## src/rtl/uart_cs_pkg.sv

```systemverilog
package uart_cs_pkg;

  typedef enum logic [2:0] {
    RK_NONE = 3'd0,
    RK_MODE = 3'd1,
    RK_STAT = 3'd2,
    RK_CMD  = 3'd3,
    RK_HOLD = 3'd4
  } reg_kind_e;

  // upper-nibble command codes
  localparam logic [3:0] CC_PTR_RST  = 4'd1;
  localparam logic [3:0] CC_RX_RST   = 4'd2;
  localparam logic [3:0] CC_TX_RST   = 4'd3;
  localparam logic [3:0] CC_ERR_RST  = 4'd4;
  localparam logic [3:0] CC_BRK_CLR  = 4'd5;

  // status bit positions
  localparam int SB_RXRDY = 0;
  localparam int SB_TXRDY = 2;
  localparam int SB_TXEMT = 3;
  localparam int SB_BRK   = 7;

  // strobe slot within a channel's interrupt nibble
  localparam int IS_TX  = 0;
  localparam int IS_RX  = 1;
  localparam int IS_BRK = 2;

endpackage

```

## src/rtl/uart_cs_decode.sv

```systemverilog
module uart_cs_decode
  import uart_cs_pkg::*;
#(
  parameter int NUM_CH = 8,
  localparam int CH_W  = $clog2(NUM_CH),
  localparam int ADDR_W = CH_W + 4
) (
  input  logic [ADDR_W-1:0] addr,
  output logic [CH_W-1:0]   ch_idx,
  output reg_kind_e         kind
);

  logic [3:0] off_lo;

  always_comb begin
    off_lo = addr[3:0] ^ 4'h1;
    ch_idx = addr[ADDR_W-1:4];
    unique case (off_lo)
      4'h1:    kind = RK_MODE;
      4'h3:    kind = RK_STAT;
      4'h5:    kind = RK_CMD;
      4'h7:    kind = RK_HOLD;
      default: kind = RK_NONE;
    endcase
  end

endmodule

```

## src/rtl/uart_cs_chan.sv

```systemverilog
module uart_cs_chan
  import uart_cs_pkg::*;
(
  input  logic       clk,
  input  logic       rst_n,
  input  logic       sel,
  input  logic       wr_en,
  input  logic       rd_en,
  input  reg_kind_e  kind,
  input  logic [7:0] wdata,
  input  logic       rx_valid,
  input  logic [3:0] rx_err,
  input  logic       rx_drained,
  output logic [7:0] mode_rd,
  output logic [7:0] status,
  output logic       rx_en,
  output logic       rx_flush,
  output logic [2:0] set_stb,
  output logic [2:0] clr_stb,
  output logic       brk_clr_stb
);

  logic [7:0] mr0_q, mr1_q, mr0_d, mr1_d;
  logic       ptr_q, ptr_d;
  logic [7:0] sr_q, sr_d;
  logic       rxen_q, rxen_d;
  logic       flush_q, flush_d;
  logic [2:0] set_q, set_d, clr_q, clr_d;
  logic       bclr_q, bclr_d;
  logic       wr_hit, rd_hit;
  logic [3:0] code;

  assign wr_hit = sel & wr_en;
  assign rd_hit = sel & rd_en;
  assign code   = wdata[7:4];

  always_comb begin
    mr0_d   = mr0_q;
    mr1_d   = mr1_q;
    ptr_d   = ptr_q;
    sr_d    = sr_q;
    rxen_d  = rxen_q;
    flush_d = 1'b0;
    set_d   = '0;
    clr_d   = '0;
    bclr_d  = 1'b0;

    // receive datapath events: drain first, then arrival
    if (rx_drained) begin
      clr_d[IS_RX]   = sr_q[SB_RXRDY];
      sr_d[SB_RXRDY] = 1'b0;
    end
    if (rx_valid && rxen_q) begin
      if (!sr_d[SB_RXRDY]) begin
        sr_d[SB_RXRDY] = 1'b1;
        set_d[IS_RX]   = 1'b1;
        clr_d[IS_RX]   = 1'b0;
      end
      if (rx_err[3] && !sr_q[SB_BRK]) set_d[IS_BRK] = 1'b1;
      sr_d[7:4] = sr_d[7:4] | rx_err;
    end

    // bus access, applied after receive events
    if (rd_hit && kind == RK_MODE) ptr_d = 1'b1;
    if (wr_hit) begin
      unique case (kind)
        RK_MODE: begin
          if (ptr_q) mr1_d = wdata;
          else       mr0_d = wdata;
          ptr_d = 1'b1;
        end
        RK_CMD: begin
          if (wdata[0]) rxen_d = 1'b1;
          if (wdata[1]) rxen_d = 1'b0;
          if (wdata[2]) begin
            sr_d[SB_TXEMT:SB_TXRDY] = 2'b11;
            set_d[IS_TX] = 1'b1;
            clr_d[IS_TX] = 1'b0;
          end
          if (wdata[3]) begin
            sr_d[SB_TXEMT:SB_TXRDY] = 2'b00;
            set_d[IS_TX] = 1'b0;
            clr_d[IS_TX] = 1'b1;
          end
          unique case (code)
            CC_PTR_RST: ptr_d = 1'b0;
            CC_RX_RST: begin
              rxen_d         = 1'b0;
              sr_d[SB_RXRDY] = 1'b0;
              flush_d        = 1'b1;
              set_d[IS_RX]   = 1'b0;
              clr_d[IS_RX]   = 1'b1;
            end
            CC_TX_RST: begin
              sr_d[SB_TXEMT:SB_TXRDY] = 2'b00;
              set_d[IS_TX] = 1'b0;
              clr_d[IS_TX] = 1'b1;
            end
            CC_ERR_RST: sr_d[7:4] = 4'h0;
            CC_BRK_CLR: begin
              bclr_d        = 1'b1;
              set_d[IS_BRK] = 1'b0;
            end
            default: ;
          endcase
        end
        default: ;
      endcase
    end
  end

  always_ff @(posedge clk or negedge rst_n) begin
    if (!rst_n) begin
      mr0_q   <= '0;
      mr1_q   <= '0;
      ptr_q   <= 1'b0;
      sr_q    <= '0;
      rxen_q  <= 1'b0;
      flush_q <= 1'b0;
      set_q   <= '0;
      clr_q   <= '0;
      bclr_q  <= 1'b0;
    end else begin
      mr0_q   <= mr0_d;
      mr1_q   <= mr1_d;
      ptr_q   <= ptr_d;
      sr_q    <= sr_d;
      rxen_q  <= rxen_d;
      flush_q <= flush_d;
      set_q   <= set_d;
      clr_q   <= clr_d;
      bclr_q  <= bclr_d;
    end
  end

  assign mode_rd     = ptr_q ? mr1_q : mr0_q;
  assign status      = sr_q;
  assign rx_en       = rxen_q;
  assign rx_flush    = flush_q;
  assign set_stb     = set_q;
  assign clr_stb     = clr_q;
  assign brk_clr_stb = bclr_q;

endmodule

```

## src/rtl/uart_cs_txport.sv

```systemverilog
module uart_cs_txport #(
  parameter int CH_W = 3
) (
  input  logic            clk,
  input  logic            rst_n,
  input  logic            fire,
  input  logic [CH_W-1:0] fire_ch,
  input  logic [7:0]      fire_data,
  output logic            tx_valid,
  output logic [CH_W-1:0] tx_chan,
  output logic [7:0]      tx_data
);

  logic            vld_q, vld_d;
  logic [CH_W-1:0] ch_q, ch_d;
  logic [7:0]      dat_q, dat_d;

  always_comb begin
    vld_d = fire;
    ch_d  = ch_q;
    dat_d = dat_q;
    if (fire) begin
      ch_d  = fire_ch;
      dat_d = fire_data;
    end
  end

  always_ff @(posedge clk or negedge rst_n) begin
    if (!rst_n) begin
      vld_q <= 1'b0;
      ch_q  <= '0;
      dat_q <= '0;
    end else begin
      vld_q <= vld_d;
      ch_q  <= ch_d;
      dat_q <= dat_d;
    end
  end

  assign tx_valid = vld_q;
  assign tx_chan  = ch_q;
  assign tx_data  = dat_q;

endmodule

```

## src/rtl/uart_cmd_stat.sv

```systemverilog
module uart_cmd_stat
  import uart_cs_pkg::*;
#(
  parameter int NUM_CH   = 8,
  localparam int CH_W    = $clog2(NUM_CH),
  localparam int ADDR_W  = CH_W + 4,
  localparam int NUM_BLK = NUM_CH / 2
) (
  input  logic                 clk,
  input  logic                 rst_n,
  input  logic                 bus_wr,
  input  logic                 bus_rd,
  input  logic [ADDR_W-1:0]    bus_addr,
  input  logic [7:0]           bus_wdata,
  output logic [7:0]           bus_rdata,
  input  logic [NUM_CH-1:0]    rx_valid,
  input  logic [NUM_CH*4-1:0]  rx_err,
  input  logic [NUM_CH-1:0]    rx_drained,
  output logic [NUM_CH-1:0]    rx_en,
  output logic [NUM_CH-1:0]    rx_flush,
  output logic                 tx_valid,
  output logic [CH_W-1:0]      tx_chan,
  output logic [7:0]           tx_data,
  output logic [NUM_BLK*8-1:0] isr_set,
  output logic [NUM_BLK*8-1:0] isr_clr
);

  logic [CH_W-1:0] ch_idx;
  reg_kind_e       kind;
  logic [7:0]      ch_mode [NUM_CH];
  logic [7:0]      ch_stat [NUM_CH];
  logic [2:0]      ch_set  [NUM_CH];
  logic [2:0]      ch_clr  [NUM_CH];
  logic [NUM_CH-1:0] ch_bclr;
  logic [NUM_CH-1:0] rxrdy_v, txrdy_v, txemt_v;
  logic [7:0]      rdata_q, rdata_d;
  logic            tx_fire;

  uart_cs_decode #(.NUM_CH(NUM_CH)) dec_i (
    .addr   (bus_addr),
    .ch_idx (ch_idx),
    .kind   (kind)
  );

  for (genvar c = 0; c < NUM_CH; c++) begin : g_ch
    uart_cs_chan chan_i (
      .clk         (clk),
      .rst_n       (rst_n),
      .sel         (ch_idx == CH_W'(c)),
      .wr_en       (bus_wr),
      .rd_en       (bus_rd),
      .kind        (kind),
      .wdata       (bus_wdata),
      .rx_valid    (rx_valid[c]),
      .rx_err      (rx_err[c*4 +: 4]),
      .rx_drained  (rx_drained[c]),
      .mode_rd     (ch_mode[c]),
      .status      (ch_stat[c]),
      .rx_en       (rx_en[c]),
      .rx_flush    (rx_flush[c]),
      .set_stb     (ch_set[c]),
      .clr_stb     (ch_clr[c]),
      .brk_clr_stb (ch_bclr[c])
    );
    assign rxrdy_v[c] = ch_stat[c][SB_RXRDY];
    assign txrdy_v[c] = ch_stat[c][SB_TXRDY];
    assign txemt_v[c] = ch_stat[c][SB_TXEMT];
  end

  // pair channels into blocks; a break clear from either side hits both
  for (genvar b = 0; b < NUM_BLK; b++) begin : g_blk
    logic       brk_any;
    logic [7:0] clr_w, set_w;
    always_comb begin
      brk_any = ch_bclr[2*b] | ch_bclr[2*b+1];
      clr_w = {1'b0, ch_clr[2*b+1][2] | brk_any, ch_clr[2*b+1][1:0],
               1'b0, ch_clr[2*b][2]   | brk_any, ch_clr[2*b][1:0]};
      set_w = {1'b0, ch_set[2*b+1], 1'b0, ch_set[2*b]} & ~clr_w;
    end
    assign isr_clr[b*8 +: 8] = clr_w;
    assign isr_set[b*8 +: 8] = set_w;
  end

  always_comb begin
    unique case (kind)
      RK_MODE: rdata_d = ch_mode[ch_idx];
      RK_STAT: rdata_d = ch_stat[ch_idx];
      default: rdata_d = 8'h00;
    endcase
  end

  always_ff @(posedge clk or negedge rst_n) begin
    if (!rst_n)      rdata_q <= '0;
    else if (bus_rd) rdata_q <= rdata_d;
  end
  assign bus_rdata = rdata_q;

  assign tx_fire = bus_wr && (kind == RK_HOLD) && txrdy_v[ch_idx];

  uart_cs_txport #(.CH_W(CH_W)) tx_i (
    .clk       (clk),
    .rst_n     (rst_n),
    .fire      (tx_fire),
    .fire_ch   (ch_idx),
    .fire_data (bus_wdata),
    .tx_valid  (tx_valid),
    .tx_chan   (tx_chan),
    .tx_data   (tx_data)
  );

endmodule

```

## config.mk

```make
export PLATFORM = sky130hd
export DESIGN_NAME = uart_cmd_stat
export DESIGN_NICKNAME = d
export VERILOG_FILES = /design/src/rtl/uart_cs_pkg.sv /design/src/rtl/uart_cs_decode.sv /design/src/rtl/uart_cs_chan.sv /design/src/rtl/uart_cs_txport.sv /design/src/rtl/uart_cmd_stat.sv
export SDC_FILE = /design/constraint.sdc
export NUM_CORES = 1
export LEC_CHECK = 0
export BUFFER_PORTS_ARGS = -buffer_cell sky130_fd_sc_hd__buf_2
export CORE_MARGIN = 2
export CORE_UTILIZATION = 52
export DETAILED_ROUTE_END_ITERATION = 8
export PLACE_DENSITY = 0.78
export SETUP_SLACK_MARGIN = 0.15
export SYNTH_ARGS = -nofsm -noshare
export SYNTH_HDL_FRONTEND = slang
export SYNTH_SLANG_ARGS = --single-unit
```

## constraint.sdc

```tcl
create_clock -name clk -period 1.9 [get_ports clk]
set_clock_uncertainty 0.1 [all_clocks]
set_input_delay 0 -clock clk [delete_from_list [all_inputs] [get_ports clk]]
set_output_delay 0 -clock clk [all_outputs]
set_load 0.01 [all_outputs]
```

**Yosys cells after proc, flatten, opt, wreduce, memory -nomap -nowiden**

Cells that the tools add are included.

- Bits in latches: 0
- Memories: 0
- Bits in writable memories: 0
- Register bits after elaboration: 276
- Output and inout bits: 100
- Logic and storage cells: 478
- Bits in read-only memories: 0

- $mul: 0
- Muxes and demuxes: 257
- Bitwise gates (word level): 46
- Shifts and indexed selects: 0
- Eq/ne operators: 20
- Div/mod/pow operators: 0
- Reduce and logical (&&, ||, !) cells: 69
- $add $sub $neg: 0
- Order comparisons: 2

Operators by type and width:

| kind | number |
|---|---|
| two-way mux 1 bit | 157 |
| two-way mux 6 bit | 16 |
| two-way mux 8 bit | 12 |
| AND reduction 3 bit | 32 |
| two-way mux 4 bit | 16 |
| two-way mux 2 bit | 27 |
| binary-select mux 8 bit (select 3 bit) | 2 |
| two-way mux 3 bit | 16 |
| bitwise AND 7 x 8 -> 8 bit | 4 |
| inverter 7 -> 8 bit | 4 |
| OR 4 bit | 8 |
| logical AND 1 bit | 26 |
| bitwise AND 1 bit | 16 |
| == test 4 x 3 -> 1 bit, second input constant | 4 |
| one-hot mux 1 bit (2 select lines) | 8 |
| one-hot mux 8 bit (2 select lines) | 1 |
| == test 3 bit, second input constant | 5 |
| == test 3 x 2 -> 1 bit, second input constant | 4 |
| == test 4 x 2 -> 1 bit, second input constant | 3 |
| one-hot mux 3 bit (4 select lines) | 1 |
| inverter 1 bit | 9 |
| == test 4 x 1 -> 1 bit, second input constant | 2 |
| zero test 1 bit | 8 |
| == test 3 x 1 -> 1 bit, second input constant | 2 |
| 7 further kinds | 11 |

**Depth between registers and ports, before layout**

Gate-level depths: netlist (run 1).

- Word-level depth: 9
- Gate-level depth with buffers: 7

**Cells and area by module**

Synthesis (run 1) repeated with hierarchy kept, for this count alone.

- Cell total of the unflattened synthesis: 1,101
- Area, all modules: 13,215.2 um^2

By module, submodules not included:

| module | area an instance (um^2) | instances | cells an instance |
|---|---|---|---|
| uart_cs_chan | 1,356.3 | 8 | 105 |
| uart_cmd_stat | 1,836.8 | 1 | 229 |
| uart_cs_txport | 473.0 | 1 | 24 |
| uart_cs_decode | 55.1 | 1 | 8 |

**Least setup slack after synthesis (run 1)**

No wires, ideal clock.

- Kind: register -> register
- Start: register g_ch[1].chan_i.sr_q[2]
- End: register tx_i.ch_q[0], in the netlist tx_i.tx_chan[0]
- Setup slack: 0.008 ns
- Setup time: 0.125 ns
- Buffers on the path: 1
- Arrival: 1.666 ns
- Stages on the path, launching flop included: 6
- Data required time: 1.675 ns
- Period minus slack after synthesis: 1.892 ns
- Path through: dfrtp_1 -> mux4_1 -> mux2_4 -> nand4_4 -> buf_12 -> mux2_4

- Cells in the longest elaborated chain, start to end: 3

Ends and longest elaborated chain:

| element | RTL line | text |
|---|---|---|
| start: declaration | uart_cs_chan.sv:25 | `logic [7:0] sr_q, sr_d;` |
| start signal: assignment | uart_cs_chan.sv:127 | `sr_q <= sr_d;` |
| binary-select mux 1 bit (select 3 bit) | uart_cmd_stat.sv:98 | `assign tx_fire = bus_wr && (kind == RK_HOLD) && txrdy_v[ch_idx];` |
| two-way mux 1 bit (implied by the code) | uart_cmd_stat.sv:98 |  |
| logical AND 1 bit | uart_cmd_stat.sv:98 |  |
| end signal: assignment | uart_cs_txport.sv:35 | `ch_q <= ch_d;` |
| end: declaration | uart_cs_txport.sv:15 | `logic [CH_W-1:0] ch_q, ch_d;` |

Every way passes these cells. The select of a mux whose other input is x is not followed.
A chain may end at the register's enable or synchronous reset.

**Worst setup path after layout (run 1)**

- Start: register g_ch[7].chan_i.sr_q[2]
- End: register tx_i.dat_q[2], in the netlist tx_i.tx_data[2]

- Cells in the longest elaborated chain, start to end: 3

Ends and longest elaborated chain:

| element | RTL line | text |
|---|---|---|
| start: declaration | uart_cs_chan.sv:25 |  |
| start signal: assignment | uart_cs_chan.sv:127 |  |
| binary-select mux 1 bit (select 3 bit) | uart_cmd_stat.sv:98 |  |
| two-way mux 1 bit (implied by the code) | uart_cmd_stat.sv:98 |  |
| logical AND 1 bit | uart_cmd_stat.sv:98 |  |
| end signal: assignment | uart_cs_txport.sv:36 | `dat_q <= dat_d;` |
| end: declaration | uart_cs_txport.sv:16 | `logic [7:0] dat_q, dat_d;` |

Every way passes these cells. The select of a mux whose other input is x is not followed.

==> key figures, run 1 <==
Status
  • Status: finished, violations left
  • Failing checks: negative hold slack

Floorplan
  • Die Ht: 158.1 um
  • Die footprint: ~25000 um2
  • Die W: 158.1 um
  • Starting Density: 0.5275
  • Core Footprint: roughly 23000 um2
  • Io pins: between 150 and 200
  • Rows: 56

Min path
  • WHS Path Cells: 3
  • Worst Hold Path EP: tx_i.tx_data[1]$_DFFE_PN0P_
  • Hold Startpoint: bus_addr[2]
  • Hold/Removal Path Class: in2reg

Placed design
  • Inst Count DP: roughly 1400
  • DP Worst Slack: -0.2489 ns
  • GPL Wtd Cong: 0.8206
  • # port buffers: 150
  • Post-DP HPWL: around 23000 um
  • Placed cell area: 13700 um2

Finish
  • Area growth syn-to-layout: 30.08%
  • Final instance area: 16060 um2
  • Fraction of layout cells with a size suffix above 1: 0.4114
  • Final nets: ~1300
  • Finished Layout Cells: between 1500 and 2000

Detailed routing
  • Routed WL per cell: 23.98 um
  • Vias per inst: 5.986
  • DR vias: around 9600
  • DRT Pass-1 Iters: 5
  • Antenna-violating nets left: 0
  • DRC: 0
  • Number of DRC markers in iteration 0: approximately 930
  • Wirelength, routed: 38440 um

Setup path
  • Max incr delay on CP: 0.46 ns
  • CP Depth: 4
  • RR Endpoint: tx_i.tx_data[2]$_DFFE_PN0P_
  • Worst EP required: approximately 2.2 ns
  • Worst reg2reg path depth: 4
  • Most frequent CP cell: mux2_4
  • Startpoint types: register
  • Reg2reg setup slack: 0.05 ns
  • Crit-path slowest cell: mux4_2
  • CP arrival: about 2.2 ns
  • CP Buf/Inv Count: 0
  • Kind of critical path: reg2reg
  • CP Capture Type: register
  • Top delay family on crit path: multiplexers
  • Crit path cell chain: mux4_2 -> mux2_4 -> nand4_4 -> mux2_4
  • FF-to-FF Start: g_ch[7].chan_i.status[2]$_DFFE_PN0P_
  • Largest fanout on the critical path: 6

Global route
  • Total track usage: 0.3030
  • First-pass GRT wire length: about 57000 um
  • Pin count of the biggest net entering global routing: 66
  • Vias in the first global route: 10024
  • Initial antenna violation count: 4
  • Gr ovfl total: 0

Power and ir drop
  • Cell Pwr Density: roughly 900 nW/um2
  • Worst VDD drop: between 0.6 and 0.7 mV
  • LEAKAGE: slightly below 8 nW

Timing
  • Worst slew margin: 0.5061
  • Final setup margin: between 0.04 and 0.05 ns
  • Min cycle time layout: 1.851 ns
  • Setup TNS: 0 ns
  • Maximum clock rate: around 0.54 GHz
  • Final Setup Violations: 0
  • Least-Margin Pin Slew: roughly 0.73 ns
  • Period utilization: 0.9743
  • Unrepaired setup endpoints after global routing: yes
  • Final hold slack: -0.07045 ns
  • Max-slew violations: 0
  • Fin. Hold Viols: 12

Yosys
  • Mean Syn Cell Area: about 13 um2
  • Synth top area cells: dfrtp_1, mux2_2, mux2i_1, mux4_2, a21oi_1
  • Synth Register Bits: between 200 and 300
  • Synthesized instance count: a little under 1000
  • Synth cell count leaders: dfrtp_1, mux2_2, nor2_1
  • Async SR Flop Fraction: 1.000
  • Yosys top cell by area: dfrtp_1
  • Top-count cell post-synth: dfrtp_1
  • Register area share after synthesis: 0.5432
  • Prevailing post-synth register cell: dfrtp_1
  • Post-synth EDFFs: 0
  • Yosys warns: 0
  • Top cell type's share of synthesized area: 0.5432
  • Number of library cell types mapped by synthesis: 54
  • Cell area after synthesis: 12350 um2

Clock tree
  • Clock Latency Late Sink: around 0.54 ns
  • Clock Path Buffers: 3
  • Worst-path clk slew: 0.06 ns
  • CTS Root Cell: clkbuf_16
  • Number of H-tree levels: 1
  • Clock Sinks: around 270
  • # hold bufs at CTS: 103
  • Cts bufs inserted: 26
  • CTS tree: yes

Flow run
  • Max cap viols: 0
-- cells by family after synthesis --
group	Yosys count	share of synthesized area
compound gates	133	0.06203
buf+inv	112	0.05169
flops	268	0.5432
mux	247	0.2455
other cells	1	0.0003038
simple gates	213	0.09729
-- what timing repair did --
item                       CTS  global route
buffers inserted             9            10
setup endpoints to repair   19           107
gates resized for setup     25            33
pin swaps                    4             4
hold endpoints to repair   465            11
gates cloned                 1             1
-- stage by stage --
stage | util | total power, mW
global route | 0.6862 | 14.90
detailed placement | 0.5853 | 8.480
floorplan | - | 7.680
CTS | 0.6763 | 14.24
global placement | 0.5853 | 8.412
finish | 0.6862 | 14.49
-- layer usage --
metal / up-vias / part of all wire / GRT usage
met5: - / 0.00034 / 0
met4: 2 / 0.050 / 0.1467
met3: 163 / 0.079 / 0.07309
met2: 599 / 0.50 / 0.5122
met1: 4845 / 0.37 / 0.3654
li1: 3987 / - / -
-- sequential cells by signal, summed over array words and instances, names as in the netlist --
register,flops
g_ch.chan_i.brk_clr_stb,8
bus_rdata,8
g_ch.chan_i.set_stb,24
g_ch.chan_i.mr1_q,64
tx_i.tx_valid,1
g_ch.chan_i.rx_en,8
g_ch.chan_i.rx_flush,8
g_ch.chan_i.mr0_q,64
tx_i.tx_chan,3
tx_i.tx_data,8
g_ch.chan_i.clr_stb,16
g_ch.chan_i.ptr_q,8
g_ch.chan_i.status,48
-- area by class of cell --
cell class,count,area (um2)
sequential,268,6716
fill,1461,7343
tap,319,399.1
antenna,3,7.507
timing repair buffer,344,2734
multi-input combinational,610,5248
clock buffer,39,760.7
inverter,11,41.29
clock inverter,9,152.6
-- layout by cell type (no fill, tap or decap), types with 4 or more instances in the layout --
cell / instances
buf_4: 67
conb_1: 16
nor3_1: 9
bufinv_16: 4
inv_1: 9
mux2_2: 135
dfrtp_2: 8
nand3_1: 7
clkbuf_8: 4
dlygate4sd3_1: 102
nand2_1: 39
clkbuf_16: 28
or2_2: 4
a21oi_1: 70
clkbuf_1: 8
mux4_2: 26
nor2_1: 73
buf_2: 149
a31o_2: 8
nor2_4: 4
nor2b_1: 30
buf_12: 17
mux2i_1: 69
nor2_2: 6
o21ai_0: 25
a211o_1: 5
a211oi_1: 5
and2_4: 5
mux2_4: 13
buf_6: 5
nand3_2: 8
dfrtp_1: 260
-- worst register-to-register path, stage by stage (launching register included) --
cell	delay, ns
dfrtp_1	0.38
mux4_2	0.46
mux2_4	0.32
nand4_4	0.15
mux2_4	0.32
-- report_power, final --
group | switching, mW | internal, mW | leakage (nW)
sequential | 0.427 | 6.19 | 3.64
combinational | 1.14 | 1.19 | 3.73
clock | 2.22 | 3.32 | 0.448
-- how the worst max path moves through the flow --
stage / from / to / slack, ns
finish: g_ch[7].chan_i.status[2]$_DFFE_PN0P_ / tx_i.tx_data[2]$_DFFE_PN0P_ / 0.05
global route: g_ch[7].chan_i.status[2]$_DFFE_PN0P_ / tx_i.tx_data[2]$_DFFE_PN0P_ / 0.01
CTS: g_ch[3].chan_i.status[2]$_DFFE_PN0P_ / tx_i.tx_data[5]$_DFFE_PN0P_ / 0.05
detailed placement: bus_addr[4] / bus_rdata[0]$_DFFE_PN0P_ / -0.25
global placement: bus_addr[4] / bus_rdata[0]$_DFFE_PN0P_ / -0.24
floorplan: g_ch[3].chan_i.status[2]$_DFFE_PN0P_ / tx_i.tx_chan[0]$_DFFE_PN0P_ / 0.05
Power figures use the tool's default switching activity.
==> inputs of run 2 (changes only) <==
--- a/config.mk
+++ b/config.mk
@@ -9,7 +9,7 @@
 export CORE_MARGIN = 2
 export CORE_UTILIZATION = 52
 export DETAILED_ROUTE_END_ITERATION = 8
-export PLACE_DENSITY = 0.78
+export PLACE_DENSITY_LB_ADDON = 0.12
 export SETUP_SLACK_MARGIN = 0.15
 export SYNTH_ARGS = -nofsm -noshare
 export SYNTH_HDL_FRONTEND = slang
==> key figures, run 2 (same netlist as run 1, synthesis figures left out) <==
Status
  • Status: finished, violations left
  • Failing checks: negative hold slack

Floorplan
  • Core Footprint: 23400 um2 (unchanged)
  • Die Ht: 158.1 um (unchanged)
  • Io pins: 167 (unchanged)
  • Die W: 158.1 um (unchanged)
  • Rows: 56 (unchanged)
  • Starting Density: 0.5275 (unchanged)
  • Die footprint: 24990 um2 (unchanged)

Min path
  • Hold Startpoint: bus_addr[2]
  • WHS Path Cells: 4 (+1)
  • Hold/Removal Path Class: in2reg
  • Worst Hold Path EP: tx_i.tx_valid$_DFF_PN0_

Power and ir drop
  • Net Switching: 3.621 mW (-4.4%)
  • Comb pwr share: 0.154 (-0.007)
  • Clock share of power: 0.383 (about the same)
  • Pint: 10.55 mW (-1.4%)
  • Cell Pwr Density: 897.1 nW/um2 (-0.55%)
  • LEAKAGE: 7.668 nW (-1.9%)
  • Sw Ratio: 0.2555 (-0.005927)
  • Seq pwr share: 0.463 (+0.006)
  • Worst VDD drop: 1.007 mV (+48%)

Setup path
  • Max incr delay on CP: 0.46 ns (about the same)
  • Largest fanout on the critical path: 6 (unchanged)
  • Worst reg2reg path depth: 4 (unchanged)
  • Kind of critical path: reg2reg
  • Worst EP required: 2.22 ns (about the same)
  • RR Endpoint: tx_i.tx_data[6]$_DFFE_PN0P_
  • Top delay family on crit path: multiplexers
  • CP Capture Type: register
  • Crit path cell chain: mux4_2 -> mux2_4 -> nand4_4 -> mux2_4
  • Reg2reg setup slack: 0.06 ns (about the same)
  • Most frequent CP cell: mux2_4
  • FF-to-FF Start: g_ch[6].chan_i.status[2]$_DFFE_PN0P_
  • Startpoint types: register
  • Crit-path slowest cell: mux4_2
  • CP Buf/Inv Count: 0 (unchanged)
  • CP arrival: 2.16 ns (about the same)

Timing
  • Unrepaired setup endpoints after global routing: yes
  • Least-Margin Pin Slew: 0.7184 ns (-0.01625 ns)
  • Max-slew violations: 0 (unchanged)
  • Maximum clock rate: 0.5434 GHz (+0.60%)
  • Min cycle time layout: 1.840 ns (-0.01100 ns)
  • Final Setup Violations: 0 (unchanged)
  • Final hold slack: -0.09128 ns (-0.02083 ns)
  • Final setup margin: 0.05983 ns (+0.01100 ns)
  • Fin. Hold Viols: 12 (unchanged)
  • Worst slew margin: 0.5170 (+0.01092)
  • Period utilization: 0.9685 (-0.005789)

Placed design
  • Post-DP HPWL: 22140 um (-2.7%)
  • GPL Wtd Cong: 0.8419 (+2.6%)
  • DP Worst Slack: -0.04199 ns (+0.2069 ns)
  • # port buffers: 150 (unchanged)

Detailed routing
  • Wirelength, routed: 33320 um (-13%)
  • Number of DRC markers in iteration 0: 576 (-38%)
  • Vias per inst: 5.538 (-7.5%)
  • Routed WL per cell: 21.09 um (-12%)
  • DR vias: 8750 (-8.8%)
  • DRT Pass-1 Iters: 5 (unchanged)
  • DRC: 0 (unchanged)
  • Antenna-violating nets left: 0 (unchanged)

Clock tree
  • Clock Sinks: 268 (unchanged)
  • Clock Latency Late Sink: 0.54 ns (about the same)
  • Number of H-tree levels: 1 (unchanged)
  • Cts bufs inserted: 28 (+7.7%)
  • Worst-path clk slew: 0.06 ns (about the same)
  • CTS tree: yes
  • CTS Root Cell: clkbuf_16
  • Clock Path Buffers: 3 (unchanged)

Global route
  • Gr ovfl total: 0 (unchanged)
  • First-pass GRT wire length: 50160 um (-12%)
  • Vias in the first global route: 8693 (-13%)
  • Initial antenna violation count: 0 (-4)
  • Total track usage: 0.2658 (-0.03723)
  • Pin count of the biggest net entering global routing: 71 (+7.6%)

Finish
  • Area growth syn-to-layout: 27.98%
  • Filler cell count: 1782 (+22%)
  • Most common cell after layout, fill and taps aside: dfrtp_1
  • Fraction of layout cells with a size suffix above 1: 0.4155 (+0.004146)
  • Most frequent cells in the layout: dfrtp_1, buf_2, mux2_2, dlygate4sd3_1, nor2_1
  • Area occupied by multi-input gates: 5235 um2 (-0.24%)
  • Final nets: 1310 (-1.4%)
  • # diodes: 0 (-3)
  • FF/Latch Area: 6715 um2 (about the same)

Flow run
  • Max cap viols: 0 (unchanged)
## run 2: changes by cell type in the layout (fill, tap and decap cells not counted), sizes merged
cell          change
dlymetal6s4s      -1
bufinv            -3
diode             -3
clkinv            +1
buf               -3
inv               -1
dlygate4sd3      -16
clkbuf            +2
clkinvlp          +1
## run 2: repair_timing
item,4_1_cts,5_1_grt
setup buffers,2,10
cloned,1,1
endpoints found under the hold margin,448,36
pin swaps,1,5
resized for setup,19,34
setup endpoints to repair,19,49
hold buffers,86,2
## run 2: power by group through the flow
stage / registers [mW] / logic (mW) / clock network (mW)
after floorplan: 6.49 / 1.19 / 0
after detailed placement: 6.64 / 1.81 / 0
after CTS: 6.55 / 2.04 / 5.49
after global routing: 6.61 / 2.36 / 5.72
final: 6.56 / 2.19 / 5.42
after global placement: 6.63 / 1.78 / 0
## run 2: worst max-delay path by stage
stage / from / endpoint / cells after the start
finish: g_ch[6].chan_i.status[2]$_DFFE_PN0P_ / tx_i.tx_data[6]$_DFFE_PN0P_ / 4
global route: g_ch[4].chan_i.status[2]$_DFFE_PN0P_ / tx_i.tx_chan[0]$_DFFE_PN0P_ / 4
detailed placement: g_ch[3].chan_i.status[2]$_DFFE_PN0P_ / tx_i.tx_data[7]$_DFFE_PN0P_ / 4
floorplan: g_ch[3].chan_i.status[2]$_DFFE_PN0P_ / tx_i.tx_chan[0]$_DFFE_PN0P_ / 5
global placement: bus_addr[4] / bus_rdata[0]$_DFFE_PN0P_ / 6
CTS: g_ch[3].chan_i.status[2]$_DFFE_PN0P_ / tx_i.tx_data[0]$_DFFE_PN0P_ / 4
## run 2: routing by layer
layer	up-vias	global-route usage	part of all wire
met1	4473	0.3751	0.44
met2	288	0.4346	0.48
li1	3942	-	-
met5	-	0	0
met3	47	0.04298	0.059
met4	0	0.06392	0.022
## run 2: stage by stage
stage                     instance area [um2]  utilization  power, mW  cells  TNS (ns)
after CTS                               15550       0.6646      14.07   1569         0
after detailed placement                13680       0.5844      8.445   1432   -0.2338
after global placement                  13680       0.5844      8.404   1432   -0.1465
after floorplan                         12390            -      7.680    989         0
after global routing                    15800       0.6752      14.69   1580         0
final                                   15800       0.6752      14.17   1580         0
## run 2: worst min-delay path, cell delays in order
cell and delay (ns):
buf_2 0.17, nand4_4 0.18, buf_4 0.12, inv_1 0.03
## run 2: cell type report
| type | instances | share of cell area |
|---|---|---|
| flip-flops and latches | 268 | 0.4250 |
| multi-input cells | 610 | 0.3313 |
| repair buffers | 324 | 0.1580 |
| clock buffers | 41 | 0.05385 |
| well taps | 319 | 0.02526 |
| clock inverters | 7 | 0.003959 |
| inverters | 11 | 0.002613 |
